`src/rtl/cbr_refresh_pkg.sv`:
```
package cbr_refresh_pkg;
  typedef enum logic [1:0] {SQ_IDLE, SQ_SETUP, SQ_ACTIVE, SQ_PRECH} sq_state_e;
  typedef enum logic [1:0] {PH_PAUSE, PH_INIT, PH_RUN} phase_e;
endpackage

```
`src/rtl/cbr_interval_timer.sv`:
```
module cbr_interval_timer #(
  parameter int PERIOD = 1950
) (
  input  logic clk_i,
  input  logic rst_ni,
  input  logic en_i,
  output logic tick_o
);
  localparam int CW = $clog2(PERIOD + 1);
  localparam logic [CW-1:0] LAST = CW'(PERIOD - 1);

  logic [CW-1:0] cnt_q;

  always_ff @(posedge clk_i or negedge rst_ni) begin
    if (!rst_ni)          cnt_q <= '0;
    else if (!en_i)       cnt_q <= '0;
    else if (cnt_q == LAST) cnt_q <= '0;
    else                  cnt_q <= cnt_q + 1'b1;
  end

  assign tick_o = en_i && (cnt_q == LAST);
endmodule

```
`src/rtl/cbr_owed_ctr.sv`:
```
module cbr_owed_ctr #(
  parameter int OWED_MAX = 7
) (
  input  logic                            clk_i,
  input  logic                            rst_ni,
  input  logic                            inc_i,
  input  logic                            dec_i,
  output logic [$clog2(OWED_MAX+1)-1:0]   count_o
);
  localparam int OW = $clog2(OWED_MAX + 1);
  localparam logic [OW-1:0] CAP = OW'(OWED_MAX);

  logic [OW-1:0] cnt_q;
  logic          dec_ok;

  assign dec_ok = dec_i && (cnt_q != '0);

  // simultaneous inc and dec cancel, so a full counter stays full
  always_ff @(posedge clk_i or negedge rst_ni) begin
    if (!rst_ni) cnt_q <= '0;
    else begin
      case ({inc_i, dec_ok})
        2'b10:   if (cnt_q != CAP) cnt_q <= cnt_q + 1'b1;
        2'b01:   cnt_q <= cnt_q - 1'b1;
        default: cnt_q <= cnt_q;
      endcase
    end
  end

  assign count_o = cnt_q;
endmodule

```
`src/rtl/cbr_strobe_seq.sv`:
```
module cbr_strobe_seq
  import cbr_refresh_pkg::*;
#(
  parameter int CSR_CYC = 1,
  parameter int CHR_CYC = 2,
  parameter int RAS_CYC = 8,
  parameter int RP_CYC  = 5
) (
  input  logic clk_i,
  input  logic rst_ni,
  input  logic start_i,
  output logic busy_o,
  output logic done_o,
  output logic ras_n_o,
  output logic cas_n_o
);
  localparam int MAX_A = (CSR_CYC > RAS_CYC) ? CSR_CYC : RAS_CYC;
  localparam int MAX_C = (MAX_A > RP_CYC) ? MAX_A : RP_CYC;
  localparam int CW    = $clog2(MAX_C + 1);
  localparam logic [CW-1:0] CSR_LAST = CW'(CSR_CYC - 1);
  localparam logic [CW-1:0] RAS_LAST = CW'(RAS_CYC - 1);
  localparam logic [CW-1:0] RP_LAST  = CW'(RP_CYC - 1);
  localparam logic [CW-1:0] CHR_LEN  = CW'(CHR_CYC);

  sq_state_e     st_q;
  logic [CW-1:0] cnt_q;

  always_ff @(posedge clk_i or negedge rst_ni) begin
    if (!rst_ni) begin
      st_q  <= SQ_IDLE;
      cnt_q <= '0;
    end else begin
      case (st_q)
        SQ_IDLE: if (start_i) begin
          st_q  <= SQ_SETUP;
          cnt_q <= '0;
        end
        SQ_SETUP: if (cnt_q == CSR_LAST) begin
          st_q  <= SQ_ACTIVE;
          cnt_q <= '0;
        end else cnt_q <= cnt_q + 1'b1;
        SQ_ACTIVE: if (cnt_q == RAS_LAST) begin
          st_q  <= SQ_PRECH;
          cnt_q <= '0;
        end else cnt_q <= cnt_q + 1'b1;
        SQ_PRECH: if (cnt_q == RP_LAST) begin
          st_q  <= SQ_IDLE;
          cnt_q <= '0;
        end else cnt_q <= cnt_q + 1'b1;
        default: begin
          st_q  <= SQ_IDLE;
          cnt_q <= '0;
        end
      endcase
    end
  end

  assign busy_o  = (st_q != SQ_IDLE);
  assign done_o  = (st_q == SQ_PRECH) && (cnt_q == RP_LAST);
  assign ras_n_o = (st_q != SQ_ACTIVE);
  // CAS leads RAS in setup, then holds CHR cycles into the active phase
  assign cas_n_o = !((st_q == SQ_SETUP) || ((st_q == SQ_ACTIVE) && (cnt_q < CHR_LEN)));
endmodule

```
`src/rtl/cbr_refresh_sched.sv`:
```
module cbr_refresh_sched
  import cbr_refresh_pkg::*;
#(
  parameter int PAUSE_CYC    = 25000,
  parameter int INIT_CBR     = 8,
  parameter int INTERVAL_CYC = 1950,
  parameter int OWED_MAX     = 7,
  parameter int FORCE_AT     = 4,
  parameter int CSR_CYC      = 1,
  parameter int CHR_CYC      = 2,
  parameter int RAS_CYC      = 8,
  parameter int RP_CYC       = 5
) (
  input  logic                          clk_i,
  input  logic                          rst_ni,
  input  logic                          ref_gnt_i,
  input  logic                          host_req_i,
  output logic                          ref_req_o,
  output logic                          force_close_o,
  output logic                          bus_own_o,
  output logic                          init_done_o,
  output logic                          host_ok_o,
  output logic [$clog2(OWED_MAX+1)-1:0] owed_o,
  output logic                          ras_n_o,
  output logic                          cas_n_o,
  output logic                          we_n_o
);
  localparam int PW = $clog2(PAUSE_CYC + 1);
  localparam int IW = $clog2(INIT_CBR + 1);
  localparam int OW = $clog2(OWED_MAX + 1);
  localparam logic [PW-1:0] PAUSE_LAST = PW'(PAUSE_CYC - 1);
  localparam logic [IW-1:0] INIT_N     = IW'(INIT_CBR);
  localparam logic [OW-1:0] FORCE_LVL  = OW'(FORCE_AT);

  phase_e        phase_q;
  logic [PW-1:0] pause_q;
  logic [IW-1:0] init_left_q;
  logic          seq_busy, seq_done, seq_start, tick, want;
  logic [OW-1:0] owed;

  always_ff @(posedge clk_i or negedge rst_ni) begin
    if (!rst_ni) begin
      phase_q     <= PH_PAUSE;
      pause_q     <= '0;
      init_left_q <= INIT_N;
    end else begin
      case (phase_q)
        PH_PAUSE: if (pause_q == PAUSE_LAST) phase_q <= PH_INIT;
                  else pause_q <= pause_q + 1'b1;
        PH_INIT:  if (seq_done) begin
          init_left_q <= init_left_q - 1'b1;
          if (init_left_q == IW'(1)) phase_q <= PH_RUN;
        end
        default:  phase_q <= PH_RUN;
      endcase
    end
  end

  cbr_interval_timer #(.PERIOD(INTERVAL_CYC)) u_timer (
    .clk_i  (clk_i),
    .rst_ni (rst_ni),
    .en_i   (phase_q == PH_RUN),
    .tick_o (tick)
  );

  cbr_owed_ctr #(.OWED_MAX(OWED_MAX)) u_owed (
    .clk_i   (clk_i),
    .rst_ni  (rst_ni),
    .inc_i   (tick),
    .dec_i   (seq_done && (phase_q == PH_RUN)),
    .count_o (owed)
  );

  cbr_strobe_seq #(
    .CSR_CYC (CSR_CYC),
    .CHR_CYC (CHR_CYC),
    .RAS_CYC (RAS_CYC),
    .RP_CYC  (RP_CYC)
  ) u_seq (
    .clk_i   (clk_i),
    .rst_ni  (rst_ni),
    .start_i (seq_start),
    .busy_o  (seq_busy),
    .done_o  (seq_done),
    .ras_n_o (ras_n_o),
    .cas_n_o (cas_n_o)
  );

  assign want          = (phase_q == PH_INIT) || ((phase_q == PH_RUN) && (owed != '0));
  assign ref_req_o     = want && !seq_busy;
  assign seq_start     = ref_req_o && ref_gnt_i;
  assign bus_own_o     = seq_busy;
  assign init_done_o   = (phase_q == PH_RUN);
  assign force_close_o = init_done_o && (owed >= FORCE_LVL);
  assign host_ok_o     = host_req_i && init_done_o && !seq_busy;
  assign owed_o        = owed;
  assign we_n_o        = 1'b1;
endmodule

```
`config.mk`:
```
export PLATFORM = sky130hd
export DESIGN_NAME = cbr_refresh_sched
export DESIGN_NICKNAME = d
export VERILOG_FILES = /design/src/rtl/cbr_refresh_pkg.sv /design/src/rtl/cbr_interval_timer.sv /design/src/rtl/cbr_owed_ctr.sv /design/src/rtl/cbr_strobe_seq.sv /design/src/rtl/cbr_refresh_sched.sv
export SDC_FILE = /design/constraint.sdc
export NUM_CORES = 1
export LEC_CHECK = 0
export CAP_MARGIN = 20
export CORE_ASPECT_RATIO = 1.1
export CORE_MARGIN = 10
export CORE_UTILIZATION = 45
export CTS_CLUSTER_DIAMETER = 30
export DETAILED_ROUTE_END_ITERATION = 10
export PLACE_DENSITY = 0.69
export RECOVER_POWER = 25
export SLEW_MARGIN = 5
export SYNTH_ARGS = -nofsm -noshare
export SYNTH_HDL_FRONTEND = slang
export SYNTH_HIERARCHICAL = 1
export SYNTH_SLANG_ARGS = --single-unit
```
`constraint.sdc`:
```
create_clock -name clk_i -period 2.9 [get_ports clk_i]
set_input_delay 0.87 -clock clk_i [delete_from_list [all_inputs] [get_ports clk_i]]
set_output_delay 0.87 -clock clk_i [all_outputs]
set_load 0.1 [all_outputs]
```
# Yosys cells after proc, flatten, opt, wreduce, memory -nomap -nowiden
# Cells that the tools add are included.
word_totals:
  memories: 0
  in_bits: 4
  reg_bits: 41
  word_cells: 82
  output_inout_bits: 11
  ram_bits: 0
  mem_bits_ro: 0
  latchBits: 0
op_classes:
  reduce_logical: 26
  n_bitwise: 1
  shift: 0
  n_mul: 0
  n_addsub: 6
  magnitude_cmp: 2
  n_mux: 18
  div: 0
  eq_ne: 22
op_table:
  columns: ["cell", "n"]
  rows:
  - ["11-bit two-way mux", 2]
  - ["4-bit two-way mux", 4]
  - ["4-bit one-hot mux with 4 select lines", 1]
  - ["15-bit by 1-bit adder with 15-bit output, second input constant", 1]
  - ["15-bit == test, second input constant", 1]
  - ["2-bit two-way mux", 7]
  - ["11-bit by 1-bit adder with 11-bit output, second input constant", 1]
  - ["11-bit == test, second input constant", 1]
  - ["1-bit logical AND", 11]
  - ["2-bit != test, second input constant", 5]
  - ["2-bit == test, second input constant", 4]
  - ["4-bit by 3-bit == test with 1-bit output, second input constant", 2]
  - ["2-bit by 1-bit != test with 1-bit output, second input constant", 4]
  - ["2-bit one-hot mux with 4 select lines", 1]
  - ["2-bit by 1-bit == test with 1-bit output, second input constant", 3]
  - ["3-bit one-hot mux with 2 select lines", 1]
  - ["2-bit AND reduction", 3]
  - ["4-bit by 1-bit adder with 4-bit output, second input constant", 1]
  - ["4-bit by 1-bit == test with 1-bit output, second input constant", 1]
  - ["2-bit logical NOT", 2]
  - ["4-bit logical NOT", 1]
  - ["4-bit by 2-bit less-than comparator with 1-bit output, second input constant", 1]
  - ["2-bit one-hot mux with 2 select lines", 1]
  - ["4-bit AND reduction", 1]
  - ["12 further kinds", 15]

# Depth between registers and ports, before layout
depth:
  depth_word: 7
  depth_mapped: 12
  mapped_depth_nobuf: 11

# Modules after synthesis
# The synthesis kept the hierarchy.
modules_own_cells:
  columns: ["module", "area_per_inst_um2", "cells_per_inst", "n_inst", "seq_area_each_um2"]
  rows:
  - ["cbr_refresh_sched", 1031.0, 96, 1, 526.8]
  - ["cbr_interval_timer", 565.5, 56, 1, 275.3]
  - ["cbr_strobe_seq", 489.2, 53, 1, 150.1]
  - ["cbr_owed_ctr", 346.6, 41, 1, 75.1]

# Least setup slack after synthesis
# OpenSTA, ideal clock, no wires.
synth_timing:
  path_kind: "register to register"
  start: "reg phase_q[1]"
  end: "reg u_seq.cnt_q[3]"
  path_slack_ns: -2.021
  t_required_ns: 2.833
  period_less_slack_ns: 4.921
  arrival_time_ns: 4.854
  path_buffers: 1
  stages_incl_launch_ff: 10
  path_cell_list: "dfrtp_1 > nor2b_1 > o31ai_1 > a21oi_1 > and2_1 > nor2b_1 > buf_2 > or3_1 > a211oi_1 > a311o_1"
synth_via:
  elab_chain_len: 6
  word_cells_on_any_way: 7
  classes_between: "3 x eq/ne; 4 x reduce/logical"
synth_lines:
  columns: ["item", "line_no", "rtl"]
  rows:
  - ["from (decl)", "cbr_refresh_sched.sv:35", "phase_e phase_q;"]
  - ["from (signal assigned)", "cbr_refresh_sched.sv:43", "phase_q <= PH_PAUSE;"]
  - ["from (signal assigned)", "cbr_refresh_sched.sv:48", "PH_PAUSE: if (pause_q == PAUSE_LAST) phase_q <= PH_INIT;"]
  - ["from (signal assigned)", "cbr_refresh_sched.sv:52", "if (init_left_q == IW'(1)) phase_q <= PH_RUN;"]
  - ["2-bit == test", null, null]
  - ["net init_done_o", "cbr_refresh_sched.sv:21", "output logic init_done_o,"]
  - ["1-bit logical AND", "cbr_refresh_sched.sv:89", "assign want = (phase_q == PH_INIT) || ((phase_q == PH_RUN) && (owed != '0));"]
  - ["1-bit logical OR", "cbr_refresh_sched.sv:89", null]
  - ["1-bit logical AND", "cbr_refresh_sched.sv:90", "assign ref_req_o = want && !seq_busy;"]
  - ["net ref_req_o", "cbr_refresh_sched.sv:18", "output logic ref_req_o,"]
  - ["1-bit logical AND", "cbr_refresh_sched.sv:91", "assign seq_start = ref_req_o && ref_gnt_i;"]
  - ["net seq_start", "cbr_refresh_sched.sv:38", "logic seq_busy, seq_done, seq_start, tick, want;"]
  - ["2-bit != test (no line)", null, null]
  - ["to (signal assigned)", "cbr_strobe_seq.sv:41", "end else cnt_q <= cnt_q + 1'b1;"]
  - ["to (signal assigned)", "cbr_strobe_seq.sv:45", "end else cnt_q <= cnt_q + 1'b1;"]
  - ["to (signal assigned)", "cbr_strobe_seq.sv:49", "end else cnt_q <= cnt_q + 1'b1;"]
  - ["to (decl)", "cbr_strobe_seq.sv:26", "logic [CW-1:0] cnt_q;"]
# The timed path passes the listed nets, and every way through them passes these cells.
# A chain may end at the register's enable or synchronous reset.

# Worst setup path in the final report
layout_timing:
  start: "reg u_seq.st_q[0]"
  end: "out cas_n_o"
layout_via:
  elab_chain_len: 4
  word_cells_on_any_way: 5
  classes_between: "2 x eq/ne; 3 x reduce/logical"
layout_lines:
  columns: ["item", "line_no", "rtl"]
  rows:
  - ["from (decl)", "cbr_strobe_seq.sv:25", "sq_state_e st_q;"]
  - ["from (signal assigned)", "cbr_strobe_seq.sv:30", "st_q <= SQ_IDLE;"]
  - ["from (signal assigned)", "cbr_strobe_seq.sv:35", "st_q <= SQ_SETUP;"]
  - ["from (signal assigned)", "cbr_strobe_seq.sv:39", "st_q <= SQ_ACTIVE;"]
  - ["2-bit == test", "cbr_strobe_seq.sv:62", "assign cas_n_o = !((st_q == SQ_SETUP) || ((st_q == SQ_ACTIVE) && (cnt_q < CHR_LEN)));"]
  - ["1-bit logical AND", "cbr_strobe_seq.sv:62", null]
  - ["1-bit logical OR (*)", "cbr_strobe_seq.sv:62", null]
  - ["1-bit logical NOT (*)", "cbr_strobe_seq.sv:62", null]
  - ["to (decl)", "cbr_refresh_sched.sv:25", "output logic cas_n_o,"]
# Mark *: on every way between the ends. The rest lies on a longest branch, timed or not.

==> flow_summary.json <==
{
  "cts_htree_levels": 2,
  "crit_fanout": 5,
  "cts_buffers": 5,
  "rows": 28,
  "wl_um": 4390,
  "cts.path.max_buffers": 2,
  "period_share_pct": 92.6,
  "fin_ws_ns": 0.216,
  "synth_fp_nets": 263,
  "start_util_pct": 45.7,
  "drv_cap": 0,
  "nFillCells": 521,
  "end_kind": "output port",
  "placeableCoreArea_um2": 5330,
  "multiInputGateArea_um2": 1320,
  "max_freq_ghz": 0.373,
  "vias": 1787,
  "grt_setup_unrepaired": "no",
  "start_kind": "flop",
  "status": "finished, final reports clean",
  "synthCells": 246,
  "ys_seq_area_share_pct": 42.2,
  "cp_slowest_stage_delay_ns": 0.40,
  "hpwlAfterDp_um": 3210,
  "die_x_um": 90.1,
  "ir_drop_v": 0.000147,
  "cpMostUsedCell": "inv_1",
  "die_area_um2": 8750,
  "cp_num_buf_inv": 3,
  "place_congestion": 0.822,
  "p_int_uw": 789,
  "grt_pass1_wl_um": 7970,
  "leakagePower_uw": 0.00123,
  "hold_viol_final": 0,
  "postCtsSetupBuffers": 0,
  "path_clk_slew_ns": 0.08,
  "finalSetupViolCount": 0,
  "ys_seq_elements": 41,
  "crit_chain": "inv_1 > ha_1 > inv_1 > nor4_1 > nor2_4 > buf_12",
  "antenna_found_initial": 0,
  "period_needed_ns": 2.68,
  "synth.distinct_cells": 61,
  "drive_gt1_share_pct": 16.0,
  "die_y_um": 97.1,
  "power_density_nw_per_um2": 358,
  "drv_slew": 0,
  "tightest_slew_ns": 1.04,
  "dr.pass1.iters": 4,
  "dr.first_iter.drc_count": 104,
  "synth-edff-count": 0,
  "path_class": "reg2out",
  "p_sw_uw": 205,
  "hp-class": "reg2reg",
  "clock_sinks": 41,
  "synth_fa_ha_area_share_pct": 7.00,
  "grt_max_degree": 23,
  "avgSynthCellArea_um2": 9.89,
  "num_antenna_cells": 0,
  "synth-xor-area-share_pct": 7.56,
  "port_buffers": 13,
  "cts_tree": "built",
  "relSlewSlack_pct": 30.4,
  "synth-simple-area-share_pct": 24.4,
  "yosysWarnings": 6,
  "pwr-share-clk_pct": 40.5,
  "switching_share_pct": 20.6,
  "grt_overflow": 0,
  "cts-root-buf": "clkbuf_8",
  "seq_area_um2": 1030,
  "synth_top_family_by_area": "simple AND/OR/NAND/NOR gates",
  "drc_errors": 0,
  "synth_compound_area_share_pct": 11.9,
  "whs_ns": 0.470,
  "required_ns": 2.03,
  "vias_per_cell": 5.29,
  "track_usage_pct": 10.6,
  "crit_arrival_ns": 1.81,
  "crit_family": "simple AND/OR/NAND/NOR gates",
  "pwr-share-seq_pct": 57.5,
  "dp_slack_ns": 0.191,
  "critPathSlowestCell": "dfrtp_1",
  "synth_area_um2": 2430,
  "synthFlopType": "dfrtp_1",
  "first_global_vias": 1741,
  "wl_per_cell_um": 13.0,
  "clock_skew_ns": 0.00308,
  "clock_latency_ns": 0.29,
  "async_flop_share_pct": 100,
  "io_pins": 15,
  "nets": 279,
  "synth_mux_area_share_pct": 1.80,
  "comb_power_share_pct": 2.0,
  "drtAntennaViolNets": 0,
  "syn_to_final_growth_pct": 14.3,
  "rrSetupSlack_ns": 0.24
}
## metal layers
layer  wire length, µm  up-vias  global-route usage (%)
met5                 0        -                       0
met4                45        0                    3.68
met3               151        4                    2.94
met2              2060       19                    17.3
met1              2130      864                    13.0
li1                  -      900                       -
## synth_stat cells, drive strengths merged, types with 3 or more instances
cell | instances | area (µm²)
nand2 | 18 | 67.6
nor3 | 6 | 30.0
and3 | 3 | 20.0
xnor2 | 12 | 105
xor2 | 9 | 78.8
nand3 | 17 | 85.1
inv | 13 | 48.8
mux2 | 3 | 33.8
nand4 | 4 | 40.0
or4 | 4 | 30.0
nor4 | 3 | 18.8
dfrtp | 40 | 1000
nor2 | 14 | 55.1
nor2b | 4 | 25.0
buf | 9 | 71.3
and2 | 5 | 31.3
nand2b | 5 | 31.3
o21ai | 12 | 63.8
a21oi | 8 | 40.0
or3 | 5 | 33.8
a21o | 3 | 22.5
o31ai | 4 | 30.0
ha | 12 | 150
## placed cells by master (no fill, tap or decap), drive strengths merged, types with 3 or more instances in the layout
cell type / instances
nor3: 6
xnor2: 12
buf: 14
a21o: 3
ha: 12
inv: 13
a21oi: 8
xor2: 9
nand2b: 5
nor4: 3
nand2: 18
mux2: 3
or4: 4
nand3: 17
and3: 3
nor2b: 4
o21ai: 12
dfrtp: 40
nand4: 4
or3: 5
o31ai: 4
and2: 5
nor2: 14
clkbuf: 9
## through the flow
step / cell area, µm² / cells / util (%) / TNS (ns) / power, µW
6_report: 2780 / 338 / 52.2 / 0 / 994
4_1_cts: 2780 / 338 / 52.1 / 0 / 1020
5_1_grt: 2780 / 338 / 52.2 / 0 / 1050
3_5_place_dp: 2680 / 330 / 50.2 / 0 / 604
2_1_floorplan: 2460 / 246 / - / -0.0569 / 589
3_3_place_gp: 2680 / 330 / 50.2 / 0 / 604
## kinds of logic (layout without fill, tap and decap cells)
kind of cell	after synthesis	count (layout)
fa+ha+maj	13	13
simple gates	103	103
other cells	1	1
flops	41	41
mux	4	4
xor+xnor	21	21
compound gates	41	41
buf+inv	22	39
## timing repair
| action | in CTS | in global routing |
|---|---|---|
| endpoints found under the setup margin | 0 | 1 |
| gates resized for setup | 0 | 2 |
| hold buffers | 0 | 0 |
## path summary, 6_finish.rpt
path / start / cells after the start / end
hold reg to reg: pause_q[14] / 1 / pause_q[14]
min in group asynchronous: rst_ni / 1 / pause_q[3]
max in group asynchronous: rst_ni / 2 / init_left_q[3]
setup / recovery: u_seq/st_q[0] / 6 / cas_n_o
setup reg to reg: u_seq/cnt_q[0] / 11 / u_owed/count_o[1]
hold / removal: pause_q[14] / 1 / pause_q[14]
## power groups by stage
stage / logic [µW] / clock network [µW] / registers, µW
detailed placement: 21.9 / 0 / 583
CTS: 21.9 / 425 / 571
floorplan: 6.66 / 0 / 583
global route: 23.0 / 453 / 571
global placement: 21.9 / 0 / 583
finish: 19.8 / 403 / 571
## flip-flops by register name, indices dropped and copies added, names as in the netlist
name / count
u_timer/cnt_q: 11
u_seq/cnt_q: 4
pause_q: 15
u_owed/count_o: 3
init_left_q: 4
u_seq/st_q: 2
phase_q: 2
## area by class of cell
type,count,share of cell area [%]
Multi-Input combinational cell,183,47.6
Sequential cell,41,37.0
Timing Repair Buffer,18,6.62
Clock buffer,7,3.47
Tap cell,75,3.38
Inverter,13,1.76
Clock inverter,1,0.180
## worst reg2reg max path, cell delays in order, from the launching register on
cell and delay, ns:
dfrtp_1 0.42, inv_1 0.07, ha_1 0.14, nor2b_4 0.16, and3_1 0.21, and2_1 0.15
and2b_1 0.14, o31ai_1 0.09, fa_1 0.57, o21ai_0 0.11, a32o_1 0.21, a221o_1 0.25
Power figures use the tool's default switching activity.
